<file path="src/rtl/nvm_pwrup_pkg.sv">
package nvm_pwrup_pkg;

  typedef enum logic [1:0] {
    PS_OFF   = 2'd0,
    PS_START = 2'd1,
    PS_READY = 2'd2
  } pwr_state_e;

  function automatic logic supply_is_good(input logic above_min, input logic below_wi);
    return above_min & ~below_wi;
  endfunction

endpackage

</file>
<file path="src/rtl/nvm_pwrup_timer.sv">
module nvm_pwrup_timer #(
  parameter int unsigned CYCLES = 100000
) (
  input  logic clk,
  input  logic rst_n,
  input  logic run,
  output logic done
);
  localparam int unsigned CW   = (CYCLES > 1) ? $clog2(CYCLES) : 1;
  localparam logic [CW-1:0] LAST = CW'(CYCLES - 1);

  logic [CW-1:0] cnt;

  assign done = (cnt == LAST);

  always_ff @(posedge clk or negedge rst_n) begin
    if (!rst_n) begin
      cnt <= '0;
    end else if (!run) begin
      cnt <= '0;
    end else if (!done) begin
      cnt <= cnt + 1'b1;
    end
  end

  AST_CLEAR_WHEN_IDLE: assert property (@(posedge clk) disable iff (!rst_n)
    !run |=> (cnt == '0));

endmodule

</file>
<file path="src/rtl/nvm_pwrup_fsm.sv">
module nvm_pwrup_fsm
  import nvm_pwrup_pkg::*;
(
  input  logic       clk,
  input  logic       rst_n,
  input  logic       supply_good,
  input  logic       timer_done,
  output pwr_state_e state
);
  pwr_state_e state_nx;

  always_comb begin
    state_nx = state;
    unique case (state)
      PS_OFF:   if (supply_good) state_nx = PS_START;
      PS_START: begin
        if (!supply_good)    state_nx = PS_OFF;
        else if (timer_done) state_nx = PS_READY;
      end
      PS_READY: if (!supply_good) state_nx = PS_OFF;
      default:  state_nx = PS_OFF;
    endcase
  end

  always_ff @(posedge clk or negedge rst_n) begin
    if (!rst_n) state <= PS_OFF;
    else        state <= state_nx;
  end

  AST_LOSS_TO_OFF: assert property (@(posedge clk) disable iff (!rst_n)
    (state != PS_OFF && !supply_good) |=> (state == PS_OFF));

  AST_READY_AFTER_COUNT: assert property (@(posedge clk) disable iff (!rst_n)
    (state == PS_READY && $past(state) != PS_READY) |-> $past(timer_done));

endmodule

</file>
<file path="src/rtl/nvm_pwrup_gate.sv">
module nvm_pwrup_gate
  import nvm_pwrup_pkg::*;
(
  input  pwr_state_e state,
  input  logic       supply_low,
  input  logic       host_ce_n,
  input  logic       host_we_n,
  output logic       mem_ce_n,
  output logic       mem_we_n,
  output logic       ready
);
  logic released;

  assign released = (state == PS_READY);
  assign ready    = released;
  assign mem_ce_n = released ? host_ce_n : 1'b1;
  assign mem_we_n = (released && !supply_low) ? host_we_n : 1'b1;

endmodule

</file>
<file path="src/rtl/nvm_pwrup_guard.sv">
module nvm_pwrup_guard
  import nvm_pwrup_pkg::*;
#(
  parameter int unsigned CLK_HZ     = 50_000_000,
  parameter int unsigned STARTUP_US = 2000
) (
  input  logic clk,
  input  logic rst_n,
  input  logic supply_ok,
  input  logic supply_low,
  input  logic host_ce_n,
  input  logic host_we_n,
  output logic mem_ce_n,
  output logic mem_we_n,
  output logic ready
);
  localparam int unsigned CYC_PER_US     = CLK_HZ / 1_000_000;
  localparam int unsigned STARTUP_CYCLES = (CYC_PER_US * STARTUP_US > 0) ?
                                           CYC_PER_US * STARTUP_US : 1;

  pwr_state_e state;
  logic       good;
  logic       timer_done;

  assign good = supply_is_good(supply_ok, supply_low);

  nvm_pwrup_timer #(.CYCLES(STARTUP_CYCLES)) u_timer (
    .clk   (clk),
    .rst_n (rst_n),
    .run   (state == PS_START),
    .done  (timer_done)
  );

  nvm_pwrup_fsm u_fsm (
    .clk         (clk),
    .rst_n       (rst_n),
    .supply_good (good),
    .timer_done  (timer_done),
    .state       (state)
  );

  nvm_pwrup_gate u_gate (
    .state      (state),
    .supply_low (supply_low),
    .host_ce_n  (host_ce_n),
    .host_we_n  (host_we_n),
    .mem_ce_n   (mem_ce_n),
    .mem_we_n   (mem_we_n),
    .ready      (ready)
  );

  AST_IDLE_STROBES_HIGH: assert property (@(posedge clk) disable iff (!rst_n)
    !ready |-> (mem_ce_n && mem_we_n));

  AST_WRITE_BLOCKED_LOW: assert property (@(posedge clk) disable iff (!rst_n)
    supply_low |-> mem_we_n);

endmodule

</file>
<file path="config.mk">
export PLATFORM = sky130hd
export DESIGN_NAME = nvm_pwrup_guard
export DESIGN_NICKNAME = d
export VERILOG_FILES = /design/src/rtl/nvm_pwrup_pkg.sv /design/src/rtl/nvm_pwrup_timer.sv /design/src/rtl/nvm_pwrup_fsm.sv /design/src/rtl/nvm_pwrup_gate.sv /design/src/rtl/nvm_pwrup_guard.sv
export SDC_FILE = /design/constraint.sdc
export NUM_CORES = 1
export LEC_CHECK = 0
export ABC_CLOCK_PERIOD_IN_PS = 1700
export BUFFER_PORTS_ARGS = -buffer_cell sky130_fd_sc_hd__buf_2
export CAP_MARGIN = 10
export CORE_UTILIZATION = 40
export CTS_CLUSTER_DIAMETER = 150
export DETAILED_ROUTE_END_ITERATION = 6
export HOLD_SLACK_MARGIN = 0.03
export PLACE_DENSITY = 0.64
export SLEW_MARGIN = 20
export SYNTH_ARGS = -nofsm -noshare
export SYNTH_HDL_FRONTEND = slang
export SYNTH_SLANG_ARGS = --single-unit
</file>
<file path="constraint.sdc">
create_clock -name clk -period 1.7 [get_ports clk]
set_clock_uncertainty 0.2 [all_clocks]
set_input_delay 0 -clock clk [delete_from_list [all_inputs] [get_ports clk]]
set_output_delay 0 -clock clk [all_outputs]
set_load 0.03 [all_outputs]
</file>
# After elaboration in Yosys (flattened, before gate mapping)
# Cells that the tools add are included.
[totals] ff_bits=19 out_inout_bits=3 wordCells=25
[classes] addsub=1 reduce_logical=4 bitwise_logic=2 mux=9 eq_ne=7
[ops] cell="$mux 17" n=2
[ops] cell="$add 17x1->17 const B" n=1
[ops] cell="$eq 17x17->1 const B" n=1
[ops] cell="$mux 2" n=4
[ops] cell="$pmux 2 s3" n=1
[ops] cell="$ne 2x2->1 const B" n=2
[ops] cell="$ne 3x3->1 const B" n=1
[ops] cell="$reduce_and 3->1" n=1
[ops] cell="$eq 2x1->1 const B" n=1
[ops] cell="$eq 2x2->1 const B" n=1
[ops] cell="$logic_not 2->1" n=1
[ops] cell="$mux 1" n=2
[ops] cell="$ne 2x1->1 const B" n=1
[ops] cell="$and 1x1->1" n=1
[ops] cell="$logic_and 1x1->1" n=1
[ops] cell="$logic_not 1->1" n=1
[ops] cell="$not 1->1" n=1

# Longest topological paths before layout
# Gate-level depths: netlist of the first run.
[logic_depth] ltp_word=4 ltp_mapped=5

# Cells and area by module
# A second synthesis of the first run with hierarchy kept.
[hier_totals] cells_unflattened=99 hier_area_um2=1012.2
[modules_own_cells] module="nvm_pwrup_timer" cells_per_inst=87 instances=1 area_per_inst_um2=874.6
[modules_own_cells] module="nvm_pwrup_fsm" cells_per_inst=7 instances=1 area_per_inst_um2=82.6
[modules_own_cells] module="nvm_pwrup_gate" cells_per_inst=3 instances=1 area_per_inst_um2=27.5
[modules_own_cells] module="nvm_pwrup_guard" cells_per_inst=2 instances=1 area_per_inst_um2=27.5

# Worst setup path before layout of the first run
# No wires, ideal clock.
[synth_timing] kind="reg2reg" startpoint="register u_timer.cnt[0]" endpoint="register u_fsm.state[1]" synth_period_minus_slack_ns=1.781 slack_ns=-0.081 path_stages_with_launch=6 n_path_buf=1 t_required_ns=1.380 arrival_time_ns=1.461 cell_sequence="dfrtp_1 -> ha_1 -> and4_2 -> and4_1 -> buf_4 -> a41o_1"
[synth_via] elab_chain_len=3
[synth_rtl] item="start, declared" line_no="nvm_pwrup_timer.sv:12" text="logic [CW-1:0] cnt;"
[synth_rtl] item="start signal, assigned" line_no="nvm_pwrup_timer.sv:22" text="cnt <= cnt + 1'b1;"
[synth_rtl] item="$eq 17x17->1" line_no="nvm_pwrup_timer.sv:14" text="assign done = (cnt == LAST);"
[synth_rtl] item="$ne 3x3->1 (no line)"
[synth_rtl] item="$reduce_and 3->1 (no line)"
[synth_rtl] item="end signal, assigned" line_no="nvm_pwrup_fsm.sv:27" text="else state <= state_nx;"
[synth_rtl] item="end, declared" line_no="nvm_pwrup_fsm.sv:8" text="output pwr_state_e state"
# Every way passes these cells.
# A chain may end at the register's enable or synchronous reset.

# Worst setup path in the final report of the first run
[layout_timing] startpoint="register u_timer.cnt[8]" endpoint="register u_timer.cnt[14]"
[layout_via] elab_chain_len=3 word_cells_on_any_way=5
[layout_rtl] item="$add 17x1->17" line_no="nvm_pwrup_timer.sv:22"
[layout_rtl] item="$mux 17" line_no="nvm_pwrup_timer.sv:21" text="end else if (!done) begin"
[layout_rtl] item="$mux 17" line_no="nvm_pwrup_timer.sv:19" text="end else if (!run) begin"
# Parallel ways exist; a longest one is shown, timed or not. The select of a mux whose other input is x is not followed.

==> run_results.csv, run 1 <==
group,metric,value,unit
floorplanning,die_area,2910,um^2
global_routing,antenna_found_initial,0,
route,final_antenna_net_count,0,
yosys,ys_top_cells_by_area,"dfrtp_1 44%, mux2i_1 6.5%, nand2b_1 5.2%",
worst_setup_path,path_cells,"nand4_1, buf_4, nor4_1, mux2i_1",
route,drcViolationCount,0,
cts,cts.sink_count,19,
global_routing,grt_usage,0.186,
yosys,synthTopCellsByCount,"19 x dfrtp_1, 14 x nand2_1, 9 x nand2b_1, 7 x mux2i_1, 5 x nor4_1",
yosys,synth_seq_cells,19,
worst_setup_path,worst-path-max-fanout,7,
placed_design,pre_cts_ws,-130,ps
status,outcome,"finished, final reports clean",
yosys,synth_nets,117,
layout,area_delta_synth_final,32.4,%
route,wl,2.55,mm
layout,drive_above_1_share,0.315,
global_routing,grt_max_degree,24,
worst_setup_path,crit_buf_inv,1,
worst_setup_path,worstSetupEndpointType,"flip-flop",
worst_setup_path,max_stage_delay,490,ps
timing,setup_violations,0,
timing,finalHoldViolCount,0,
worst_setup_path,critPathLaunchType,"flip-flop",
timing,fin_crit,1650,ps
cts,cts_max_level,1,
worst_setup_path,path_class,"reg -> reg",
power,power.total,0.766,mW
yosys,synth_area,1080,um^2
placed_design,dp_hpwl,1.70,mm
power,p_leak,0.580,nW
route,wire_per_inst,14.8,um
floorplanning,initial_core_util,0.429,
worst_setup_path,cp.required,1740,ps
yosys,synth-seq-area-share,0.440,
yosys,avgSynthCellArea,9.83,um^2
power,power.share.combinational,0.077,
timing,tns,0,ps
cts,numCtsBuffers,3,
timing,max_freq,605,MHz
yosys,synth_most_common_cell,"dfrtp_1",
global_routing,grt_pass1_vias,942,
route,first_iter_violations,14,
timing,period_share,0.972,
power,p_int,0.575,mW
yosys,ys_warn_count,0,
cts,cts_tree,"yes",
worst_setup_path,cp_top_family,"flip-flops",
timing,timing.final.ws_setup,47.2,ps
floorplanning,fp-row-count,18,
yosys,synth_cells,110,
cts,clk_pin_slew,120,ps
timing,max-slew-margin-rel,0.708,
yosys,synthArstFlopShare,1.00,
global_routing,grt_pass1_wl,3.91,mm
timing,maxSlewViolCount,0,
floorplanning,die_w,54.0,um
floorplanning,core,2520,um^2
power,power_switching,0.191,mW
power,swShare,0.249,
power,worst_ir_drop_vdd,551,uV
global_routing,overflow,0,
yosys,synth.top_cell.area_share,0.440,
cts,clockBufferDepth,2,
timing,grt_setup_unrepaired,"yes",
power,power_frac_seq,0.599,
floorplanning,die_h,54.0,um
worst_setup_path,crit_slowest_cell,"dfrtp_1",
worst_setup_path,critPathArrivalTime,1690,ps
timing,tightest_slew,438,ps
power,clkPwrFrac,0.324,
route,vias,1033,
route,first_pass_iters,4,
yosys,ys_types,36,
power,p_per_area,535,nW/um^2
job,cap_violations,0,
min_path,min-delay-path-class,"in -> out",
route,viasPerCell,5.97,
cts,worstSkewPairLatency,310,ps
layout,antenna_cells,0,
cts,clock-root-buffer,"clkbuf_4",
floorplanning,top_level_ports,9,
placed_design,gp_congestion,0.814,
yosys,synth_flop_cell,"dfrtp_1",
placed_design,port-buffer-count,8,
yosys,yosysTopAreaCell,"dfrtp_1",
layout,nNetsFinal,151,
yosys,synth-edff-count,0,
path summary, 6_finish.rpt:
path / cells after the start / slack (ps) / startpoint / end
max: 4 / 50 / u_timer.cnt[8] / u_timer.cnt[14]
min: 4 / 140 / host_we_n / mem_we_n
max reg2reg: 4 / 50 / u_timer.cnt[8] / u_timer.cnt[14]
min reg2reg: 1 / 300 / u_fsm.state[0] / u_fsm.state[0]
max in group asynchronous: 3 / 490 / rst_n / u_timer.cnt[5]
min in group asynchronous: 3 / 490 / rst_n / u_timer.cnt[2]
worst register-to-register path: cells and delay by family (launching register included):
kind | cells | cell delay, ps
mux | 1 | 240
simple gates | 2 | 470
buf+inv | 1 | 180
flops | 1 | 490
cells in the final DEF, fill, tap and decap left out, drive strengths merged:
cell type / count
o311ai: 2
nor4b: 2
nand2: 14
or3: 1
nand3: 5
and4b: 1
and3: 2
nor4: 5
ha: 1
o211ai: 1
nor2: 1
dlygate4sd3: 5
buf: 26
o21a: 2
nand4: 6
dfrtp: 19
nand2b: 9
inv: 4
nand3b: 1
o41ai: 2
nor2b: 2
o21ai: 4
or4: 3
o31ai: 2
mux2i: 7
nor3: 1
a211oi: 1
a21oi: 4
clkbuf: 4
a31oi: 3
a41o: 1
and4: 2
power groups by stage:
stage | clock network (mW) | logic (mW) | registers, mW
finish | 0.249 | 0.0586 | 0.459
global route | 0.257 | 0.0669 | 0.460
CTS | 0.246 | 0.0601 | 0.459
detailed placement | 0 | 0.0505 | 0.467
global placement | 0 | 0.0486 | 0.466
floorplan | 0 | 0.0200 | 0.467
registers in the layout, indices dropped and copies added (netlist names):
| register | cells |
|---|---|
| u_timer.cnt | 17 |
| u_fsm.state | 2 |
metal layers:
metal / vias up / track usage / part of all wire
met1: 518 / 0.221 / 0.46
met2: 25 / 0.331 / 0.50
met5: - / 0 / 0
li1: 486 / - / -
met4: 0 / 0.0769 / 0.011
met3: 4 / 0.0282 / 0.027
per-stage QoR:
step | hold slack (ps) | utilization | cells | cell area [um^2]
3_5_place_dp | -226 | 0.506 | 161 | 1280
6_report | 136 | 0.567 | 173 | 1430
4_1_cts | 140 | 0.546 | 170 | 1380
2_1_floorplan | -496 | - | 110 | 1080
5_1_grt | 156 | 0.567 | 173 | 1430
3_3_place_gp | -232 | 0.506 | 161 | 1280
area by class of cell:
| class | count | area [um^2] |
|---|---|---|
| Fill cell | 236 | 1090 |
| Multi-Input combinational cell | 85 | 636 |
| Sequential cell | 19 | 479 |
| Timing Repair Buffer | 31 | 238 |
| Tap cell | 30 | 37.5 |
| Clock buffer | 4 | 26.3 |
| Inverter | 4 | 15.0 |
logic make-up (layout without fill, tap and decap cells):
kind of cell             Yosys count  after routing  share of synthesized area
AO/OA/AOI/OAI                     22             22                      0.138
adder cells (fa/ha/maj)            1              1                     0.0116
buffers and inverters              7             39                     0.0301
flip-flops                        19             19                      0.440
multiplexers                       7              7                     0.0648
AND/OR/NAND/NOR                   54             55                      0.316
what timing repair did:
action                     CTS  global route
hold endpoints to repair    21             0
pin swaps                    0             5
hold buffers                 5             0
gates resized for setup      4             7
setup buffers                0             2
cloned                       0             1
setup endpoints to repair   10            14
(Power assumes the default switching activity.)
==> run 2: changes to the inputs <==
- RECOVER_POWER: default -> 100
==> run_results.csv, run 2 (synthesis gave the netlist of run 1 again) <==
group,metric,value,unit
power,power_switching,0.189,mW
cts,clk_pin_slew,120,ps
cts,clockBufferDepth,2,
floorplanning,die_w,54.0,um
worst_setup_path,path_class,"reg -> reg",
worst_setup_path,rr_startpoint,"u_timer.cnt[8]",
power,p_per_area,535,nW/um^2
worst_setup_path,worstSetupEndpointType,"flip-flop",
power,p_int,0.575,mW
timing,tightest_slew,489,ps
min_path,min-delay-path-class,"in -> out",
timing,grt_setup_unrepaired,"yes",
floorplanning,top_level_ports,9,
floorplanning,core,2520,um^2
cts,worstSkewPairLatency,310,ps
floorplanning,fp-row-count,18,
global_routing,antenna_found_initial,0,
worst_setup_path,worst-path-max-fanout,7,
layout,final_common_cell,"buf_4",
layout,area_delta_synth_final,32.1,%
timing,period_share,0.976,
layout,antenna_cells,0,
power,p_leak,0.574,nW
timing,setup_violations,0,
route,first_iter_violations,14,
power,power.share.combinational,0.077,
global_routing,grt_usage,0.186,
worst_setup_path,r2r_end,"u_timer.cnt[14]",
global_routing,grt_pass1_vias,942,
cts,cts_max_level,1,
route,wl,2.54,mm
cts,cts_tree,"yes",
timing,max_freq,603,MHz
layout,drive_above_1_share,0.294,
placed_design,pre_cts_ws,-130,ps
route,first_pass_iters,4,
power,clkPwrFrac,0.323,
timing,max-slew-margin-rel,0.674,
global_routing,grt_max_degree,24,
timing,tns,0,ps
worst_setup_path,cp-endpoint,"u_timer.cnt[14]",
floorplanning,die_area,2910,um^2
floorplanning,initial_core_util,0.429,
power,power.total,0.764,mW
layout,seq_area,479,um^2
status,outcome,"finished, final reports clean",
layout,regMostFlops,"u_timer.cnt",
cts,numCtsBuffers,3,
placed_design,gp_congestion,0.814,
worst_setup_path,r2r_setup_slack,40,ps
global_routing,overflow,0,
timing,timing.final.ws_setup,40.7,ps
route,viasPerCell,5.98,
cts,cts.sink_count,19,
worst_setup_path,critPathArrivalTime,1700,ps
power,worst_ir_drop_vdd,551,uV
route,vias,1034,
layout,largest_reg_flops,17,
layout,top_regs,"u_timer.cnt: 17 flops, u_fsm.state: 2 flops",
worst_setup_path,critPathLaunch,"u_timer.cnt[8]",
worst_setup_path,cp.required,1740,ps
layout,layout_common_cells,"17 x buf_4, 16 x dfrtp_1, 14 x nand2_1",
worst_setup_path,critPathLaunchType,"flip-flop",
timing,finalHoldViolCount,0,
timing,fin_crit,1660,ps
timing,maxSlewViolCount,0,
placed_design,port-buffer-count,8,
power,swShare,0.248,
job,cap_violations,0,
placed_design,dp_hpwl,1.70,mm
worst_setup_path,rr_worst_depth,4,
global_routing,grt_pass1_wl,3.91,mm
layout,nNetsFinal,151,
route,final_antenna_net_count,0,
route,drcViolationCount,0,
layout,multi_input_area,636,um^2
route,wire_per_inst,14.7,um
floorplanning,die_h,54.0,um
layout,n_fill_cell,239,
power,power_frac_seq,0.600,
cts,clock-root-buffer,"clkbuf_4",
==> run 2: changes by cell type in the layout (fill, tap and decap cells not counted), sizes merged <==
cell,before,now
buf,26,22
clkbuf,4,8
==> run 2: critical path, cell delays in order, from the launching register on <==
cell and delay (ps):
dfrtp_1 490, nand4_1 110, buf_4 180, nor4_1 360, mux2i_1 240
==> run 2: power by group through the flow <==
| stage | sequential, mW | combinational [mW] | clock (mW) |
|---|---|---|---|
| CTS | 0.459 | 0.0601 | 0.246 |
| finish | 0.459 | 0.0586 | 0.247 |
| global placement | 0.466 | 0.0486 | 0 |
| detailed placement | 0.467 | 0.0505 | 0 |
| floorplan | 0.467 | 0.0200 | 0 |
| global route | 0.460 | 0.0670 | 0.257 |
==> run 2: cell type report <==
type	instances	area share
Sequential cell	19	0.336
Timing Repair Buffer	31	0.164
Multi-Input combinational cell	85	0.445
Inverter	4	0.0105
Clock buffer	4	0.0184
Tap cell	30	0.0263
==> run 2: worst min-delay path by stage <==
stage / from / end / slack, ps / cells after the start
after floorplan: rst_n / u_fsm.state[0] / -500 / 0
after detailed placement: rst_n / u_timer.cnt[3] / -230 / 1
after global routing: host_ce_n / mem_ce_n / 250 / 3
final: host_we_n / mem_we_n / 230 / 4
after CTS: host_we_n / mem_we_n / 140 / 4
after global placement: rst_n / u_timer.cnt[3] / -230 / 1
==> run 2: layer usage <==
layer | GRT usage | share of wire | up-vias
li1 | - | - | 486
met1 | 0.221 | 0.46 | 517
met2 | 0.331 | 0.50 | 27
met3 | 0.0282 | 0.029 | 4
met4 | 0.0769 | 0.011 | 0
met5 | 0 | 0 | -
==> run 2: timing repair <==
action                     4_1_cts  5_1_grt
resized for setup                4        7
buffers inserted                 0        2
hold endpoints to repair        21        0
hold buffers                     5        0
pin swaps                        0        5
setup endpoints to repair       10       14
cloned                           0        1
==> run 2: stage by stage <==
step	hold WS, ps	utilization	area, um^2	instances
after global placement	-232	0.506	1280	161
after floorplan	-496	-	1080	110
after detailed placement	-226	0.506	1280	161
after global routing	248	0.566	1430	173
final	225	0.566	1430	173
after CTS	140	0.546	1380	170
